File: src/rtl/ovl_pkg.sv
package ovl_pkg;

    typedef enum logic [2:0] {
        SW_RD_RAM  = 3'd0,   // read RAM, write off
        SW_ARM_ROM = 3'd1,   // read ROM side, arm on reads
        SW_OFF     = 3'd2,   // read and write off
        SW_ARM_RAM = 3'd3,   // read RAM, arm on reads
        SW_NOP     = 3'd4    // bank update only
    } sw_mode_e;

    typedef enum logic [1:0] {
        ARM_ZERO = 2'd0,
        ARM_ONE  = 2'd1,
        ARM_FULL = 2'd2
    } arm_e;

    typedef enum logic [1:0] {
        RGN_NONE  = 2'd0,
        RGN_BANK1 = 2'd1,
        RGN_BANK2 = 2'd2,
        RGN_HIGH  = 2'd3
    } rgn_e;

endpackage

File: src/rtl/ovl_switch_decode.sv
module ovl_switch_decode
    import ovl_pkg::*;
#(
    parameter int          ADDR_W   = 16,
    parameter logic [15:0] SW_BASE  = 16'hC080,
    parameter int          BANK_BIT = 3
) (
    input  logic [ADDR_W-1:0] addr,
    output logic              hit,
    output sw_mode_e          mode,
    output logic              bank1
);
    localparam int NIB_W = 4;

    logic [NIB_W-1:0] nib;

    assign nib   = addr[NIB_W-1:0];
    assign hit   = (addr[ADDR_W-1:NIB_W] == SW_BASE[ADDR_W-1:NIB_W]);
    assign bank1 = addr[BANK_BIT];

    always_comb begin
        unique case (nib)
            4'h0, 4'h4: mode = SW_RD_RAM;
            4'h1, 4'h5: mode = SW_ARM_ROM;
            4'h2, 4'h6: mode = SW_OFF;
            4'h3, 4'hB: mode = SW_ARM_RAM;
            default:    mode = SW_NOP;
        endcase
    end

endmodule

File: src/rtl/ovl_arm_fsm.sv
module ovl_arm_fsm
    import ovl_pkg::*;
(
    input  logic     clk,
    input  logic     rst_n,
    input  logic     sw_acc,
    input  logic     rnw,
    input  sw_mode_e mode,
    input  logic     bank1_in,
    output logic     rd_en,
    output logic     wr_en,
    output logic     bank1
);
    arm_e arm_q, arm_d;
    logic rd_d, wr_d, bank1_d;

    // state register
    always_ff @(posedge clk) begin
        if (!rst_n) begin
            arm_q <= ARM_ZERO;
            rd_en <= 1'b0;
            wr_en <= 1'b0;
            bank1 <= 1'b0;
        end else begin
            arm_q <= arm_d;
            rd_en <= rd_d;
            wr_en <= wr_d;
            bank1 <= bank1_d;
        end
    end

    function automatic arm_e arm_step(input arm_e cur);
        unique case (cur)
            ARM_ZERO: arm_step = ARM_ONE;
            ARM_ONE:  arm_step = ARM_FULL;
            default:  arm_step = ARM_FULL;
        endcase
    endfunction

    // next-state and enable process
    always_comb begin
        arm_d   = arm_q;
        rd_d    = rd_en;
        wr_d    = wr_en;
        bank1_d = bank1;
        if (sw_acc) begin
            bank1_d = bank1_in;
            unique case (mode)
                SW_RD_RAM: begin
                    arm_d = ARM_ZERO;
                    rd_d  = 1'b1;
                    wr_d  = 1'b0;
                end
                SW_OFF: begin
                    arm_d = ARM_ZERO;
                    rd_d  = 1'b0;
                    wr_d  = 1'b0;
                end
                SW_ARM_ROM, SW_ARM_RAM: begin
                    rd_d = (mode == SW_ARM_RAM);
                    if (rnw) begin
                        arm_d = arm_step(arm_q);
                        if (arm_d == ARM_FULL) wr_d = 1'b1;
                    end else begin
                        arm_d = ARM_ZERO;
                    end
                end
                default: ;
            endcase
        end
    end

    // write enable rises only after an arming read
    p_arm_read_r5: assert property (@(posedge clk) disable iff (!rst_n)
        $rose(wr_en) |-> $past(sw_acc && rnw && (mode == SW_ARM_ROM || mode == SW_ARM_RAM)));

    // write access to an arming switch never enables write and clears the count
    p_arm_write_r8: assert property (@(posedge clk) disable iff (!rst_n)
        (sw_acc && !rnw && (mode == SW_ARM_ROM || mode == SW_ARM_RAM))
        |=> (arm_q == ARM_ZERO) && (wr_en == $past(wr_en)));

    // all-off switch clears both enables
    p_all_off_r6: assert property (@(posedge clk) disable iff (!rst_n)
        (sw_acc && mode == SW_OFF) |=> (!rd_en && !wr_en));

    // no-op switch keeps enables and count
    p_nop_keep_r10: assert property (@(posedge clk) disable iff (!rst_n)
        (sw_acc && mode == SW_NOP)
        |=> (rd_en == $past(rd_en)) && (wr_en == $past(wr_en)) && (arm_q == $past(arm_q)));

    // full count always carries write enable
    p_full_wr_r9: assert property (@(posedge clk) disable iff (!rst_n)
        (arm_q == ARM_FULL) |-> wr_en);

endmodule

File: src/rtl/ovl_map_decode.sv
module ovl_map_decode
    import ovl_pkg::*;
#(
    parameter int          ADDR_W    = 16,
    parameter int          DATA_W    = 8,
    parameter logic [15:0] OVL_BASE  = 16'hD000,
    parameter logic [15:0] HIGH_BASE = 16'hE000,
    parameter logic [15:0] ROM_BASE  = 16'hF800
) (
    input  logic              valid,
    input  logic              rnw,
    input  logic [ADDR_W-1:0] addr,
    input  logic              sw_hit,
    input  logic              rd_en,
    input  logic              wr_en,
    input  logic              bank1,
    output logic              ram_cs,
    output logic              ram_we,
    output logic [1:0]        ram_region,
    output logic              rom_cs,
    output logic              under_sel,
    output logic              rdata_oe,
    output logic [DATA_W-1:0] rdata
);
    logic in_ovl, in_high, in_rom, rd_acc, wr_acc;

    assign in_ovl  = (addr >= OVL_BASE[ADDR_W-1:0]);
    assign in_high = (addr >= HIGH_BASE[ADDR_W-1:0]);
    assign in_rom  = (addr >= ROM_BASE[ADDR_W-1:0]);
    assign rd_acc  = valid && rnw;
    assign wr_acc  = valid && !rnw;

    always_comb begin
        ram_cs     = in_ovl && ((rd_acc && rd_en) || (wr_acc && wr_en));
        ram_we     = in_ovl && wr_acc && wr_en;
        rom_cs     = rd_acc && in_rom && !rd_en;
        under_sel  = rd_acc && in_ovl && !in_rom && !rd_en;
        rdata_oe   = rd_acc && sw_hit;
        rdata      = '0;
        ram_region = RGN_NONE;
        if (ram_cs) begin
            if (in_high)    ram_region = RGN_HIGH;
            else if (bank1) ram_region = RGN_BANK1;
            else            ram_region = RGN_BANK2;
        end
    end

endmodule

File: src/rtl/rom_overlay_ctrl.sv
module rom_overlay_ctrl
    import ovl_pkg::*;
#(
    parameter int          ADDR_W    = 16,
    parameter int          DATA_W    = 8,
    parameter logic [15:0] SW_BASE   = 16'hC080,
    parameter int          BANK_BIT  = 3,
    parameter logic [15:0] OVL_BASE  = 16'hD000,
    parameter logic [15:0] HIGH_BASE = 16'hE000,
    parameter logic [15:0] ROM_BASE  = 16'hF800
) (
    input  logic              clk,
    input  logic              rst_n,
    input  logic              bus_valid,
    input  logic              bus_rnw,
    input  logic [ADDR_W-1:0] bus_addr,
    output logic              ram_cs,
    output logic              ram_we,
    output logic [1:0]        ram_region,
    output logic              rom_cs,
    output logic              under_sel,
    output logic              rdata_oe,
    output logic [DATA_W-1:0] rdata
);
    logic     sw_hit, sw_bank1, rd_en, wr_en, bank1;
    sw_mode_e sw_mode;

    ovl_switch_decode #(
        .ADDR_W(ADDR_W), .SW_BASE(SW_BASE), .BANK_BIT(BANK_BIT)
    ) u_dec (
        .addr(bus_addr), .hit(sw_hit), .mode(sw_mode), .bank1(sw_bank1)
    );

    ovl_arm_fsm u_fsm (
        .clk(clk), .rst_n(rst_n),
        .sw_acc(bus_valid && sw_hit), .rnw(bus_rnw),
        .mode(sw_mode), .bank1_in(sw_bank1),
        .rd_en(rd_en), .wr_en(wr_en), .bank1(bank1)
    );

    ovl_map_decode #(
        .ADDR_W(ADDR_W), .DATA_W(DATA_W), .OVL_BASE(OVL_BASE),
        .HIGH_BASE(HIGH_BASE), .ROM_BASE(ROM_BASE)
    ) u_map (
        .valid(bus_valid), .rnw(bus_rnw), .addr(bus_addr), .sw_hit(sw_hit),
        .rd_en(rd_en), .wr_en(wr_en), .bank1(bank1),
        .ram_cs(ram_cs), .ram_we(ram_we), .ram_region(ram_region),
        .rom_cs(rom_cs), .under_sel(under_sel),
        .rdata_oe(rdata_oe), .rdata(rdata)
    );

    // at most one source answers an access
    p_one_source_r11: assert property (@(posedge clk) disable iff (!rst_n)
        $onehot0({ram_cs, rom_cs, under_sel, rdata_oe}));

    // a selected RAM always carries a region code
    p_region_set_r3: assert property (@(posedge clk) disable iff (!rst_n)
        ram_cs |-> (ram_region != 2'd0));

    // a strobe only accompanies a select
    p_we_with_cs_r12: assert property (@(posedge clk) disable iff (!rst_n)
        ram_we |-> (ram_cs && !bus_rnw));

endmodule

File: config.mk
export PLATFORM = sky130hd
export DESIGN_NAME = rom_overlay_ctrl
export DESIGN_NICKNAME = d
export VERILOG_FILES = /design/src/rtl/ovl_pkg.sv /design/src/rtl/ovl_switch_decode.sv /design/src/rtl/ovl_arm_fsm.sv /design/src/rtl/ovl_map_decode.sv /design/src/rtl/rom_overlay_ctrl.sv
export SDC_FILE = /design/constraint.sdc
export NUM_CORES = 1
export LEC_CHECK = 0
export ABC_AREA = 0
export BUFFER_PORTS_ARGS = -buffer_cell sky130_fd_sc_hd__buf_4
export CAP_MARGIN = 5
export CORE_AREA = 2 2 39 41
export CTS_BUF_LIST = sky130_fd_sc_hd__clkbuf_4
export CTS_CLUSTER_DIAMETER = 50
export DETAILED_ROUTE_END_ITERATION = 10
export DIE_AREA = 0 0 41 43
export PLACE_DENSITY = 0.78
export SLEW_MARGIN = 20
export SYNTH_ARGS = -nofsm -noshare
export SYNTH_HDL_FRONTEND = slang
export SYNTH_SLANG_ARGS = --single-unit
File: constraint.sdc
create_clock -name clk -period 1.91 [get_ports clk]
set_input_delay 0.191 -clock clk [delete_from_list [all_inputs] [get_ports clk]]
set_output_delay 0.191 -clock clk [all_outputs]
set_load 0.1 [all_outputs]
==> results.toml, run 1 <==
[timing]
drv_slew = 0
hold_viol_final = 0
clock-skew-final_ns = 0.000619
grt_setup_unrepaired = "false"
layout_min_cycle_time_ns = 1.54
holdWs_ns = 0.220
period_share_pct = 80.5
setup_viol = 0
fmax_ghz = 0.651

[synth]
ys_seq_area_share_pct = 22.0
synth_cell_types = 31
synth_edf_count = 0
synth.cell_area_um2 = 454
synth_mux_area_share_pct = 6.89
synth_top_family_by_area = "simple AND/OR/NAND/NOR gates"
synth.area.top_cells = "dfxtp_1, buf_4, nor4b_4, a21boi_0, mux2i_1"
async_flop_share_pct = 0
synth_flop_cell = "dfxtp_1"
synth_seq_cells = 5
yosys_warnings = 0
synth-compound-area-share_pct = 18.2
synth_common_cells = "buf_4, dfxtp_1, nand2_1, nor2_1, a21boi_0"
synth_fa_ha_area_share_pct = 0
synthXorXnorAreaFrac_pct = 1.93
synth_top_area_share_pct = 22.0
syn_avg_cell_area_um2 = 8.41
post_synth_and_or_nand_nor_area_fraction_pct = 35.3
yosys.area.top_type = "dfxtp_1"
syn_inst = 54
synth.most_common_cell = "buf_4"

[die]
dieWidth_um = 41
core_area_um2 = 1380
dieArea_um2 = 1760
fp-row-count = 14
start_util_pct = 32.8
io-pin-count = 35
die_y_um = 43

[setup_path]
endpoint_kind = "primary output"
rrSetupSlack_ns = 0.91
path_class = "flip-flop to primary output"
r2r_cells = 2
path_max_fanout = 3
cp.arrival_ns = 1.35
startpoint_type = "flip-flop"
cp.required_ns = 1.72

[global_routing]
antenna_found_initial = 0
grt_pass1_wl_mm = 1.66
grt_max_degree = 7
gr-usage-all-layers_pct = 13.6
gr-total-overflow = 0
grt_pass1_vias = 458

[route]
routed_wl_mm = 1.06
vias = 484
viasPerCell = 4.89
drtPass1Iterations = 2
wl_per_cell_um = 10.7
drtIter0Drc = 1
drc = 0
antenna_left = 0

[cts]
ctsResizeCount = 0
cts-root-buf = "clkbuf_4"
cts_tree = "yes"
insertion_delay_ns = 0.23
cts_made_buffers = 3
ctsHoldBuffers = 0
cts_setup_buffers = 0
clockBufferDepth = 2
h-tree-depth = 1
clk_pin_slew_ns = 0.04
clock_sinks = 5

[status]
outcome = "finished, final reports clean"

[final_layout]
fill_cells = 135
nets = 104
syn_to_final_growth_pct = 57.3
layout-drive-gt1-share_pct = 49.4
fin_util_pct = 51.6
antenna_cells = 0

[placed_design]
port_buffers = 26
hpwl_um = 927
gp_congestion = 0.768

[min_path]
worstHoldPathCells = 2
hp-class = "input pin to flip-flop"

[pwr]
ir_worst_vdd_uv = 321
p_leak_nw = 0.315
power_density_nw_per_um2 = 524

[run]
drv_cap = 0
kinds of logic (layout without fill, tap and decap cells):
kind of cell | count (synthesis) | in the layout
AOI/OAI and AO/OA | 10 | 10
xor gates and xnor gates | 1 | 1
other | 1 | 8
and+or+nand+nor | 24 | 24
muxes | 3 | 3
buffers and inverters | 10 | 32
DFF | 5 | 5
cells in the final DEF (no fill, tap or decap), drive strengths merged:
cell,instances
a21boi,3
a21oi,1
a311oi,1
a32o,1
and2,1
and3,1
buf,26
clkbuf,4
conb,8
dfxtp,5
inv,2
mux2,1
mux2i,2
nand2,5
nand3,1
nand3b,1
nand4,1
nand4b,1
nor2,5
nor2b,1
nor3,1
nor3b,1
nor4,2
nor4b,1
o2111ai,1
o21a,1
o21ai,1
o31a,1
or3,1
or4,1
xnor2,1
layout make-up:
class                           instances  area (µm²)  area share [%]
Clock buffer                            4        30.0            4.20
Inverter                                2        7.51            1.05
Multi-Input combinational cell         46         362            50.6
Sequential cell                         5         100            14.0
Tap cell                               16        20.0            2.80
Timing Repair Buffer                   26         195            27.3
path summary, 6_finish.rpt:
kind,from,endpoint
max,u_fsm.rd_en,under_sel
min,rst_n,u_fsm.bank1
max reg2reg,u_fsm.arm_q[1],u_fsm.arm_q[0]
min reg2reg,u_fsm.arm_q[0],u_fsm.arm_q[0]
sequential cells by signal, summed over array words and instances, names as in the netlist:
| register | count |
|---|---|
| u_fsm.wr_en | 1 |
| u_fsm.bank1 | 1 |
| u_fsm.arm_q | 2 |
| u_fsm.rd_en | 1 |
worst max-delay path, stage by stage (launching register included):
cell,delay [ns]
dfxtp_1,0.32
nand3b_1,0.24
nor4_4,0.23
buf_4,0.32
metal layers:
layer	track usage, %	up-vias	part of all wire, %
li1	-	242	-
met1	13.9	215	39
met2	23.8	27	48
met3	5.24	0	13
met4	4.00	0	0
met5	0	-	0
power by group:
part	total, W	internal [W]	switching (W)
sequential	0.000105	0.000105	0.00000000529
clock	0.000131	0.0000928	0.0000383
combinational	0.000138	0.0000369	0.000101
metrics by stage:
stage | total power (W) | worst slack [ns] | setup TNS [ns] | std cells | cell area, µm²
floorplan | 0.000212 | -0.268 | -0.268 | 61 | 529
global placement | 0.000244 | 0.220 | 0 | 95 | 684
detailed placement | 0.000245 | 0.151 | 0 | 95 | 684
CTS | 0.000381 | 0.350 | 0 | 99 | 714
global route | 0.000396 | 0.276 | 0 | 99 | 714
finish | 0.000374 | 0.373 | 0 | 99 | 714
No activity file was read; power rests on OpenSTA's default activity.
==> inputs of run 2 (changes only) <==
Settings changed: PLACE_DENSITY 0.78 to 0.81.
Clock period 1.91 ns to 1.35 ns, I/O delays scaled along.
==> run 2 against run 1 <==
The run now ends with setup timing left. Utilization is 14 points higher. Largest power group unchanged. Critical endpoint unchanged. Sequential power grew 41%. Non-clock buffer count is 8 higher. Die area unchanged. Largest cell class unchanged. Worst hold slack lost 0.062 ns.
==> results.toml, run 2 (synthesis gave the netlist of run 1 again) <==
[pwr]
totalPowerFinal_w = 0.000568
power_density_nw_per_um2 = 629
ir_worst_vdd_uv = 443
p_leak_nw = 0.403

[route]
drc = 0
routed_wl_mm = 1.28
drtPass1Iterations = 3
antenna_left = 0
drtIter0Drc = 5
vias = 525
wl_per_cell_um = 12.0
viasPerCell = 4.91

[final_layout]
mostFrequentLayoutCells = "buf_4, conb_1, buf_6"
layout-drive-gt1-share_pct = 59.3
largest_reg_flops = 2
syn_to_final_growth_pct = 98.9
seqCellArea_um2 = 103
top_register = "u_fsm.arm_q"
final_common_cell = "buf_4"
fill_cells = 125
nets = 112
antenna_cells = 0
multi_input_area_um2 = 408

[setup_path]
rrSetupSlack_ns = 0.38
startpoint_type = "flip-flop"
cp.arrival_ns = 1.30
endpoint_kind = "primary output"
path_max_fanout = 3
path_class = "flip-flop to primary output"
cp.required_ns = 1.22

[cts]
clk_pin_slew_ns = 0.04
insertion_delay_ns = 0.25
clockBufferDepth = 2
ctsHoldBuffers = 0
cts_made_buffers = 3
clock_sinks = 5
h-tree-depth = 1
cts_tree = "yes"
cts-root-buf = "clkbuf_4"

[timing]
drv_slew = 0
setup_viol = 2
holdWs_ns = 0.158
period_share_pct = 106
grt_setup_unrepaired = "true"
hold_viol_final = 0
fmax_ghz = 0.699
layout_min_cycle_time_ns = 1.43
clock-skew-final_ns = 0.00258
fin_ws_ns = -0.0801

[placed_design]
hpwl_mm = 1.05
gp_congestion = 0.728
port_buffers = 26

[global_routing]
grt_pass1_vias = 494
grt_pass1_wl_mm = 1.84
grt_max_degree = 7
gr-total-overflow = 0
antenna_found_initial = 0
gr-usage-all-layers_pct = 15.1

[die]
start_util_pct = 32.8
dieWidth_um = 41
io-pin-count = 35
dieArea_um2 = 1760
core_area_um2 = 1380
die_y_um = 43
fp-row-count = 14

[status]
violations = "setup timing"
outcome = "complete, but fails checks"

[min_path]
hp-class = "input pin to flip-flop"

[run]
drv_cap = 0
==> run 2: changes by cell type in the layout (fill, tap and decap cells not counted), moves of 2 or more <==
cell,before,now
buf_4,26,23
dfxtp_2,0,2
nand2_1,5,3
buf_6,0,6
nand2_2,0,2
buf_12,0,4
dfxtp_1,5,3
==> run 2: stage by stage <==
step | setup TNS, ns | util [%] | instance area [µm²] | setup WS, ns | cells
2_1_floorplan | -2.02 | - | 573 | -0.472 | 61
3_3_place_gp | -0.195 | 55.3 | 766 | -0.0798 | 100
6_report | -0.149 | 65.3 | 903 | -0.0801 | 107
5_1_grt | -0.349 | 65.3 | 903 | -0.147 | 107
4_1_cts | -0.214 | 62.3 | 862 | -0.113 | 105
3_5_place_dp | -0.383 | 55.3 | 766 | -0.134 | 100
==> run 2: repair_timing <==
| item | CTS | global route |
|---|---|---|
| setup buffers | 1 | 2 |
| gates resized for setup | 14 | 7 |
| setup endpoints to repair | 6 | 6 |
| pin swaps | 3 | 6 |
==> run 2: layer usage <==
layer / up-vias / wire (µm) / global-route usage (%)
met5: - / 0 / 0
met4: 0 / 10 / 6.00
met3: 2 / 105 / 3.66
met2: 24 / 695 / 26.6
met1: 241 / 472 / 15.9
li1: 258 / - / -
==> run 2: worst max-delay path, stage by stage, from the launching register on <==
cell and delay (ns):
dfxtp_2 0.32, nand3b_1 0.17, buf_4 0.16, nor4_4 0.14, buf_6 0.26
==> run 2: layout make-up <==
| class | instances | share of cell area (%) |
|---|---|---|
| tap | 16 | 2.22 |
| clock buffer | 4 | 3.32 |
| timing repair buffer | 34 | 37.1 |
| sequential | 5 | 11.4 |
| inverter | 2 | 0.831 |
| multi-input combinational | 46 | 45.2 |
==> run 2: power breakdown <==
group           switching, W  internal (W)  total [W]
Sequential     0.00000000759      0.000148   0.000148
Clock              0.0000675      0.000132   0.000200
Combinational       0.000153     0.0000673   0.000221
Total               0.000221      0.000347   0.000568
==> run 2: final timing paths <==
check,from,endpoint,depth (start not counted)
max,u_fsm.rd_en,under_sel,4
min,rst_n,u_fsm.bank1,2
max reg2reg,u_fsm.arm_q[1],u_fsm.arm_q[0],2
min reg2reg,u_fsm.rd_en,u_fsm.rd_en,1
==> inputs of run 3 (changes only) <==
Settings changed: GPL_TIMING_DRIVEN set to 0.
==> run 3 against run 2 <==
The flow still finishes with violations (setup timing). Sequential power about the same. Clock skew increased by 0.0041 ns. Non-clock buffer count did not move. Critical endpoint unchanged.
==> results.toml, run 3 (synthesis gave the netlist of run 1 again) <==
[status]
outcome = "complete, but fails checks"
violations = "setup timing"

[min_path]
hold_start = "rst_n"
hp-class = "input pin to flip-flop"

[timing]
grt_setup_unrepaired = "true"
fin_ws_ns = -0.0920
clock-skew-final_ns = 0.00668
hold_viol_final = 0
holdWs_ns = 0.169
period_share_pct = 107
setup_viol = 2
drv_slew = 0
fmax_ghz = 0.694
layout_min_cycle_time_ns = 1.44

[placed_design]
dp.cells = 103
hpwl_um = 943
gp_congestion = 0.701
port_buffers = 26
placed_area_um2 = 788

[global_routing]
grt_pass1_wl_mm = 1.65
antenna_found_initial = 0
gr-total-overflow = 0
grt_pass1_vias = 423
grt_max_degree = 7
gr-usage-all-layers_pct = 13.6

[pwr]
ir_worst_vdd_uv = 508
power_density_nw_per_um2 = 653
p_leak_nw = 0.397

[die]
die_y_um = 43
io-pin-count = 35
dieWidth_um = 41
start_util_pct = 32.8
dieArea_um2 = 1760
fp-row-count = 14
core_area_um2 = 1380

[final_layout]
nets = 112
finalInstanceArea_um2 = 878
antenna_cells = 0
mostFrequentLayoutCells = "buf_4, conb_1, nor2_1, clkbuf_4"
final_common_cell = "buf_4"
syn_to_final_growth_pct = 93.4
top_register = "u_fsm.arm_q"
fin_util_pct = 63.5
layout-drive-gt1-share_pct = 60.4
fill_cells = 118
largest_reg_flops = 2
final-instance-count-excl-fill = 107

[route]
drc = 0
routed_wl_mm = 1.17
wl_per_cell_um = 10.9
drtIter0Drc = 4
drtPass1Iterations = 4
vias = 507
antenna_left = 0
viasPerCell = 4.74

[cts]
clockBufferDepth = 2
cts_setup_buffers = 0
insertion_delay_ns = 0.25
h-tree-depth = 1
cts_made_buffers = 3
clk_pin_slew_ns = 0.05
cts_tree = "yes"
cts-root-buf = "clkbuf_4"
clock_sinks = 5

[setup_path]
startpoint_type = "flip-flop"
critPathLaunch = "u_fsm.rd_en"
path_class = "flip-flop to primary output"
r2r-start = "u_fsm.arm_q[1]"
endpoint_kind = "primary output"
cp.arrival_ns = 1.31
path_max_fanout = 3
cp.required_ns = 1.22

[run]
drv_cap = 0
-- run 3: per-layer routing --
| layer | GRT usage [%] | up-vias | wire length (µm) |
|---|---|---|---|
| met2 | 19.7 | 26 | 556 |
| met3 | 3.14 | 4 | 107 |
| li1 | - | 257 | - |
| met5 | 0 | - | 0 |
| met4 | 8.00 | 0 | 16 |
| met1 | 17.5 | 220 | 486 |
-- run 3: report_power, final --
group | switching (W) | internal (W)
Combinational | 0.000155 | 0.0000711
Sequential | 0.00000000759 | 0.000148
Clock | 0.0000666 | 0.000132
-- run 3: cell type report --
cell class,count,area [µm²],area share (%)
flip-flops and latches,5,103,11.7
repair buffers,26,240,27.4
clock buffers,4,30.0,3.42
multi-input cells,46,418,47.6
well taps,16,20.0,2.28
inverters,2,7.51,0.855
plain buffers,8,60.1,6.84
-- run 3: final timing paths --
check	cells past startpoint	endpoint	slack, ns
setup / recovery	3	under_sel	-0.09
hold / removal	2	u_fsm.bank1	0.17
setup reg to reg	2	u_fsm.arm_q[0]	0.36
hold reg to reg	1	u_fsm.rd_en	0.48
-- run 3: critical path, cell delays in order (launching register included) --
cell and delay, ns:
dfxtp_2 0.32, nand3b_1 0.26, nor4_4 0.21, buf_6 0.26
-- run 3: per-stage QoR --
| stage | total power, W | setup slack (ns) | TNS (ns) |
|---|---|---|---|
| finish | 0.000573 | -0.0920 | -0.105 |
| global placement | 0.000371 | -0.247 | -0.423 |
| CTS | 0.000582 | -0.0924 | -0.162 |
| detailed placement | 0.000373 | -0.247 | -0.432 |
| global route | 0.000602 | -0.138 | -0.291 |
| floorplan | 0.000305 | -0.472 | -2.02 |
-- run 3: timing repair --
action,4_1_cts,5_1_grt
pin swaps,1,0
gates cloned,0,0
resized for setup,10,3
endpoints found under the setup margin,4,6
hold buffers,0,0
